===== src/rtl/tdff_pkg.sv =====
// Package: shared constants and helpers for the triple storage bank.
// Assumes all control levels are already synchronous to the system clock.
package tdff_pkg;
    localparam int unsigned DEF_ELEMS = 3;

    // Resolved forcing request seen by one element.
    typedef struct packed {
        logic set;
        logic clr;
    } force_req_t;
endpackage


===== src/rtl/tdff_force_merge.sv =====
// Module: merges the global force-high/low lines with the per-element
// direct forcing lines into one request per element.
// Assumes: purely combinational, the element module registers the result.
module tdff_force_merge
    import tdff_pkg::*;
#(
    parameter int unsigned N_ELEM = DEF_ELEMS
) (
    input  logic [N_ELEM-1:0] dset_i,
    input  logic [N_ELEM-1:0] dclr_i,
    input  logic              mset_i,
    input  logic              mrst_i,
    output force_req_t        req_o [N_ELEM]
);
    genvar g;
    generate
        for (g = 0; g < N_ELEM; g++) begin : g_merge
            // Purpose: OR the global request into each element's own request.
            always_comb begin
                req_o[g].set = dset_i[g] | mset_i;
                req_o[g].clr = dclr_i[g] | mrst_i;
            end
        end
    endgenerate
endmodule


===== src/rtl/tdff_cell.sv =====
// Module: one storage element. It captures data on a rising edge of the
// sampled OR of its own clock and the common clock. Forcing wins over capture,
// and a simultaneous set and clear drives the output low and raises a flag.
// Assumes: clock levels are sampled data in the system clock domain.
module tdff_cell
    import tdff_pkg::*;
(
    input  logic       clk,
    input  logic       rst_n,
    input  logic       data_i,
    input  logic       elem_clk_i,
    input  logic       com_clk_i,
    input  force_req_t req_i,
    output logic       q_o,
    output logic       qn_o,
    output logic       conflict_o
);
    logic eff_clk;
    logic prev_eff_q;
    logic edge_seen;
    logic q_q;
    logic conf_q;

    // Purpose: form the effective clock level and detect its rising edge.
    always_comb begin
        eff_clk   = elem_clk_i | com_clk_i;
        edge_seen = eff_clk & ~prev_eff_q;
    end

    // Purpose: remember the previous effective clock level (reset high).
    always_ff @(posedge clk) begin
        if (!rst_n) prev_eff_q <= 1'b1;
        else        prev_eff_q <= eff_clk;
    end

    // Purpose: the stored bit, with forcing taking priority over capture.
    always_ff @(posedge clk) begin
        if (!rst_n)                        q_q <= 1'b0;
        else if (req_i.set && req_i.clr)   q_q <= 1'b0;
        else if (req_i.set)                q_q <= 1'b1;
        else if (req_i.clr)                q_q <= 1'b0;
        else if (edge_seen)                q_q <= data_i;
    end

    // Purpose: flag a set/clear conflict for as long as it lasts.
    always_ff @(posedge clk) begin
        if (!rst_n) conf_q <= 1'b0;
        else        conf_q <= req_i.set & req_i.clr;
    end

    // Purpose: drive the true and inverted outputs.
    always_comb begin
        q_o        = q_q;
        qn_o       = ~q_q;
        conflict_o = conf_q;
    end

    a_r5_set_forces_high: assert property (@(posedge clk) disable iff (!rst_n)
        (req_i.set && !req_i.clr) |=> q_o);
    a_r6_clr_forces_low: assert property (@(posedge clk) disable iff (!rst_n)
        (req_i.clr && !req_i.set) |=> !q_o);
    a_r8_conflict_low_flag: assert property (@(posedge clk) disable iff (!rst_n)
        (req_i.set && req_i.clr) |=> (conflict_o && !q_o));
    a_r8_flag_drops: assert property (@(posedge clk) disable iff (!rst_n)
        !(req_i.set && req_i.clr) |=> !conflict_o);
    a_r4_hold_without_edge: assert property (@(posedge clk) disable iff (!rst_n)
        (!req_i.set && !req_i.clr && (prev_eff_q || !eff_clk)) |=> $stable(q_o));
    a_r2_capture_on_edge: assert property (@(posedge clk) disable iff (!rst_n)
        (!req_i.set && !req_i.clr && !prev_eff_q && eff_clk) |=> (q_o == $past(data_i)));
    a_r10_complement: assert property (@(posedge clk) disable iff (!rst_n)
        1'b1 |=> (qn_o != q_o));
endmodule


===== src/rtl/triple_dff_bank.sv =====
// Module: top of the bank. It merges the forcing lines and builds one cell
// per element.
// Assumes: a single system clock; all inputs synchronous to it.
module triple_dff_bank
    import tdff_pkg::*;
#(
    parameter int unsigned N_ELEM = DEF_ELEMS
) (
    input  logic              clk,
    input  logic              rst_n,
    input  logic [N_ELEM-1:0] data_i,
    input  logic [N_ELEM-1:0] elem_clk_i,
    input  logic              com_clk_i,
    input  logic [N_ELEM-1:0] dset_i,
    input  logic [N_ELEM-1:0] dclr_i,
    input  logic              mset_i,
    input  logic              mrst_i,
    output logic [N_ELEM-1:0] q_o,
    output logic [N_ELEM-1:0] qn_o,
    output logic [N_ELEM-1:0] conflict_o
);
    force_req_t req [N_ELEM];

    tdff_force_merge #(.N_ELEM(N_ELEM)) u_merge (
        .dset_i (dset_i),
        .dclr_i (dclr_i),
        .mset_i (mset_i),
        .mrst_i (mrst_i),
        .req_o  (req)
    );

    genvar g;
    generate
        for (g = 0; g < N_ELEM; g++) begin : g_cell
            tdff_cell u_cell (
                .clk        (clk),
                .rst_n      (rst_n),
                .data_i     (data_i[g]),
                .elem_clk_i (elem_clk_i[g]),
                .com_clk_i  (com_clk_i),
                .req_i      (req[g]),
                .q_o        (q_o[g]),
                .qn_o       (qn_o[g]),
                .conflict_o (conflict_o[g])
            );
        end
    endgenerate

    a_r1_reset_state: assert property (@(posedge clk)
        !rst_n |=> (q_o == '0 && conflict_o == '0));
endmodule


===== config.mk =====
export PLATFORM = sky130hd
export DESIGN_NAME = triple_dff_bank
export DESIGN_NICKNAME = d
export VERILOG_FILES = /design/src/rtl/tdff_pkg.sv /design/src/rtl/tdff_force_merge.sv /design/src/rtl/tdff_cell.sv /design/src/rtl/triple_dff_bank.sv
export SDC_FILE = /design/constraint.sdc
export NUM_CORES = 1
export LEC_CHECK = 0
export BUFFER_PORTS_ARGS = -buffer_cell sky130_fd_sc_hd__buf_2
export CAP_MARGIN = 20
export CORE_AREA = 3 3 40 42
export CTS_CLUSTER_DIAMETER = 150
export DETAILED_ROUTE_END_ITERATION = 12
export DIE_AREA = 0 0 43 45
export GPL_ROUTABILITY_DRIVEN = 0
export PLACE_DENSITY_LB_ADDON = 0.25
export SLEW_MARGIN = 0
export SYNTH_ARGS = -nofsm -noshare
export SYNTH_HDL_FRONTEND = slang
export SYNTH_HIERARCHICAL = 1
export SYNTH_SLANG_ARGS = --single-unit
export TNS_END_PERCENT = 5

===== constraint.sdc =====
create_clock -name clk -period 1.17 [get_ports clk]
set_clock_uncertainty 0.15 [all_clocks]
set_input_delay 0.1755 -clock clk [delete_from_list [all_inputs] [get_ports clk]]
set_output_delay 0.1755 -clock clk [all_outputs]
set_load 0.02 [all_outputs]

[Word level (Yosys, flattened, before mapping)]
Cells that the tools add are included.
Cells by class
  bitwise logic cells: 22
  reductions and logical operators: 9
  muxes and demuxes: 9
Operators by type and width (count)
  1-bit 2-to-1 mux: 9
  1-bit OR: 9
  3-bit nonzero test: 3
  1-bit NOT: 7
  1-bit bitwise AND: 6
  2-bit OR reduction: 3
  1-bit logical AND: 3
Word-level totals
  input bits: 17
  register bits: 9
  output and inout port bits: 9

[Longest topological paths before layout]
  depth after elaboration: 5
  mapped depth: 4

[Cells and area by module]
The synthesis kept the hierarchy.
Modules (own cells, without submodules)
  tdff_cell: area each 105.1 um^2, instances 3, cells each 11, seq. area each 60.1 um^2
  tdff_force_merge: area each 37.5 um^2, instances 1, cells each 6, seq. area each 0.0 um^2

[Worst setup path before layout]
No wires, ideal clock.
  path kind: in2reg
  start point: input mset_i
  end point: register g_cell[0].u_cell.q_q
  slack: 0.158 ns
  arrival time: 0.736 ns
  data required time: 0.894 ns
  cell stages on the path: 3
  library setup time: 0.126 ns
  cells stage by stage: or2_1 > nor4_1 > nor4bb_1
On the way
  cells in the longest elaborated chain, start to end: 3
  elaborated cells between the ends (all ways): 5
  those cells by class: mux (1); bitwise (1); reduce/logical (3)
Ends and longest elaborated chain
  start: declaration: line triple_dff_bank.sv:16  | input logic mset_i,
  1-bit OR (*): line tdff_force_merge.sv:20  | req_o[g].set = dset_i[g] | mset_i;
  1-bit logical AND: line tdff_cell.sv:39  | else if (req_i.set && req_i.clr) q_q <= 1'b0;
  2-bit OR reduction (no source line)
  end signal: assignment: line tdff_cell.sv:42  | else if (edge_seen) q_q <= data_i;
  end: declaration: line tdff_cell.sv:21  | logic q_q;
Every way passes the cells marked *; elsewhere a longest branch is shown, timed or not.
A chain may end at the register's enable or synchronous reset.

[Worst setup path after layout]
  start point: input rst_n
  end point: register g_cell[2].u_cell.q_q
On the way
  cells in the longest elaborated chain, start to end: 2
Ends and longest elaborated chain
  start: declaration: line triple_dff_bank.sv:10  | input logic rst_n,
  1-bit NOT (no source line)
  2-bit OR reduction (no source line)
  end signal: assignment: line tdff_cell.sv:42
  end: declaration: line tdff_cell.sv:21
Every way passes these cells.

==> metrics <==
outcome completed; drt pass-1 iters 4; dpl hpwl 682 um; Final Hold Fails 0; postcts setup bufs 0; Crit Path Max Fanout 9; Post-Syn Nets 56; Core Footprint 0.00128 mm^2; post-synth cell types 10; Warnings, synthesis 6; largest area contributor in the netlist dfxtp_1; # setup viols final 0; P_sw 0.000165 W; nets@finish 90; combinational power share 17.2%; Synth top cells by count dfxtp_1 (9), or2_1 (6); Slew @ Worst Pin 319 ps; GRT Total Usage 9.71%; CTS sink count 9; largest net degree at the start of global routing 10; Clock Latency Late Sink 250 ps; initial core utilization 27.5%; Synth Area per Inst 9.05 um^2; antenna violations before repair 0; fin cells 87; area of the multi-input gates 174 um^2; Cell Int Power 0.000514 W; Synth area leaders dfxtp_1 (51%), or2_1 (11%), nor4bb_1 (8.5%); Mapped Cells 39; Slew headroom 78.5%; number of vias per cell 4.44; ant diodes 0; ys async rst share 0%; Max Slew Vio Count 0; Worst R2R Path Depth 2; DRC Markers 0; Max IR drop VDD 0.826 mV; first-pass GRT wire length 1310 um; Synth-to-Final Area Change 64.2%; IO Pins 26; Post-Place Cells 79; Site Rows 13; post-synthesis sequential area ratio 51.1%; worst r2r dst g_cell[2].u_cell/q_o$_SDFFE_PP0P_; HP Class input port to register; Tcrit/Tclk final 95.5%; Leak Pwr 0.276 nW; Congestion Overflow GR 0; Max Fclk 895 MHz; routed length per instance 9.97 um; r2r startpoint g_cell[2].u_cell/prev_eff_q$_SDFF_PN1_; Required @ worst endpoint 1180 ps; clock buffer depth 2; cell with the most instances after synthesis dfxtp_1; htree depth 1; minimum clock period 1120 ps; Synth top area share 51.1%; die height 45 um; total power 0.000678 W; Setup crit start kind input port; clock root buffer clkbuf_4; Num CTS Buffers 3; Synth Cell Area 353 um^2; MaxCap Viol Count 0; Port Buffers 25; r2r setup slk 180 ps; Critical path origin rst_n; ratio of cells with drive above 1 in the final layout 47.2%; fillers 130; Top FF cell, synth dfxtp_1; RSZ-0062 raised after global routing no; FF/Latch Area 181 um^2; vias in the first global route 313; total routed wirelength 867 um; die area 0.00194 mm^2; power density over the cells 1170 mW/mm^2; Critical Path Sink Type register; Data arrival, critical path 1130 ps; Yosys reg bits 9; number of synthesized flops with an enable pin 0; WS Path Type input port to register; Post-DRT Antenna Nets 0; Die W 43 um; TritonCTS clock tree built; CTS clock-pin slew for the worst setup and hold paths 60 ps; crit path to g_cell[2].u_cell/q_o$_SDFFE_PP0P_; Sw Ratio 24.3%; DRT iter0 DRCs 5; via count 386; Reg power frac 48.4%; clock power share 34.4%
power by group through the flow:
stage	Clock (W)	Combinational, W	Sequential [W]
2_1_floorplan	0	0.0000369	0.000349
3_3_place_gp	0	0.000104	0.000335
3_5_place_dp	0	0.000104	0.000335
4_1_cts	0.000244	0.000114	0.000328
5_1_grt	0.000258	0.000129	0.000330
6_report	0.000233	0.000117	0.000328
worst max-delay path, cell delays in order:
cell and delay, ps:
dlygate4sd3_1 520, clkbuf_4 170, nor4bb_2 270
state kept, by name, summed over array words and instances, names as in the netlist:
register and flops:
g_cell.u_cell/q_o 3, g_cell.u_cell/conflict_o 3, g_cell.u_cell/prev_eff_q 3
metrics by stage:
stage / hold WS [ps] / cell area (um^2) / utilization, % / setup TNS, ps / worst slack, ps
global route: 28.2 / 579 / 45.1 / 0 / 0.00533
finish: 39.5 / 579 / 45.1 / 0 / 52.9
floorplan: 87.4 / 353 / - / 0 / 158
CTS: 24.6 / 563 / 43.8 / 0 / 32.1
global placement: 226 / 497 / 38.7 / -26.1 / -22.5
detailed placement: 229 / 497 / 38.7 / -25.5 / -13.6
metal layers:
metal	track usage, %	share of wire [%]	up-vias
met4	3.61	0	0
met3	5.98	12	0
met2	12.6	44	21
met5	0	0	-
met1	13.0	44	164
li1	-	-	201
worst min path at each step:
stage,start,end,cells past startpoint
6_report,dclr_i[1],g_cell[1].u_cell/q_o$_SDFFE_PP0P_,3
5_1_grt,dclr_i[1],g_cell[1].u_cell/q_o$_SDFFE_PP0P_,3
4_1_cts,dclr_i[0],g_cell[0].u_cell/q_o$_SDFFE_PP0P_,3
3_5_place_dp,elem_clk_i[2],g_cell[2].u_cell/prev_eff_q$_SDFF_PN1_,3
3_3_place_gp,elem_clk_i[2],g_cell[2].u_cell/prev_eff_q$_SDFF_PN1_,3
2_1_floorplan,rst_n,g_cell[0].u_cell/prev_eff_q$_SDFF_PN1_,1
logic make-up after synthesis:
family | count (synthesis) | synth area share (%)
AND/OR/NAND/NOR | 24 | 41.5
flip-flops | 9 | 51.1
buffers and inverters | 3 | 3.19
AO/OA/AOI/OAI | 3 | 4.25
what timing repair did:
item,CTS,global route
endpoints found under the hold margin,3,0
setup endpoints to repair,0,3
hold buffers,4,0
gates resized for setup,0,4
layout by cell type, fill, tap and decap left out:
cell / synthesis / final
nor2_2: 3 / 3
or2_1: 6 / 6
nor4bb_1: 3 / 1
and3_1: 3 / 3
dfxtp_2: 0 / 1
dlygate4sd3_1: 0 / 4
dfxtp_1: 9 / 8
nor4_1: 3 / 3
clkbuf_4: 0 / 4
inv_1: 3 / 3
o21ai_0: 3 / 3
nor2_1: 3 / 3
buf_2: 0 / 24
nand2_1: 3 / 3
nor4bb_2: 0 / 2
clkbuf_1: 0 / 1
area by class of cell:
| class | count | share of cell area [%] |
|---|---|---|
| tap | 15 | 3.24 |
| sequential | 9 | 31.3 |
| multi-input combinational | 27 | 30.0 |
| timing repair buffer | 29 | 28.9 |
| clock buffer | 4 | 4.54 |
| inverter | 3 | 1.94 |
(Power assumes the default switching activity.)
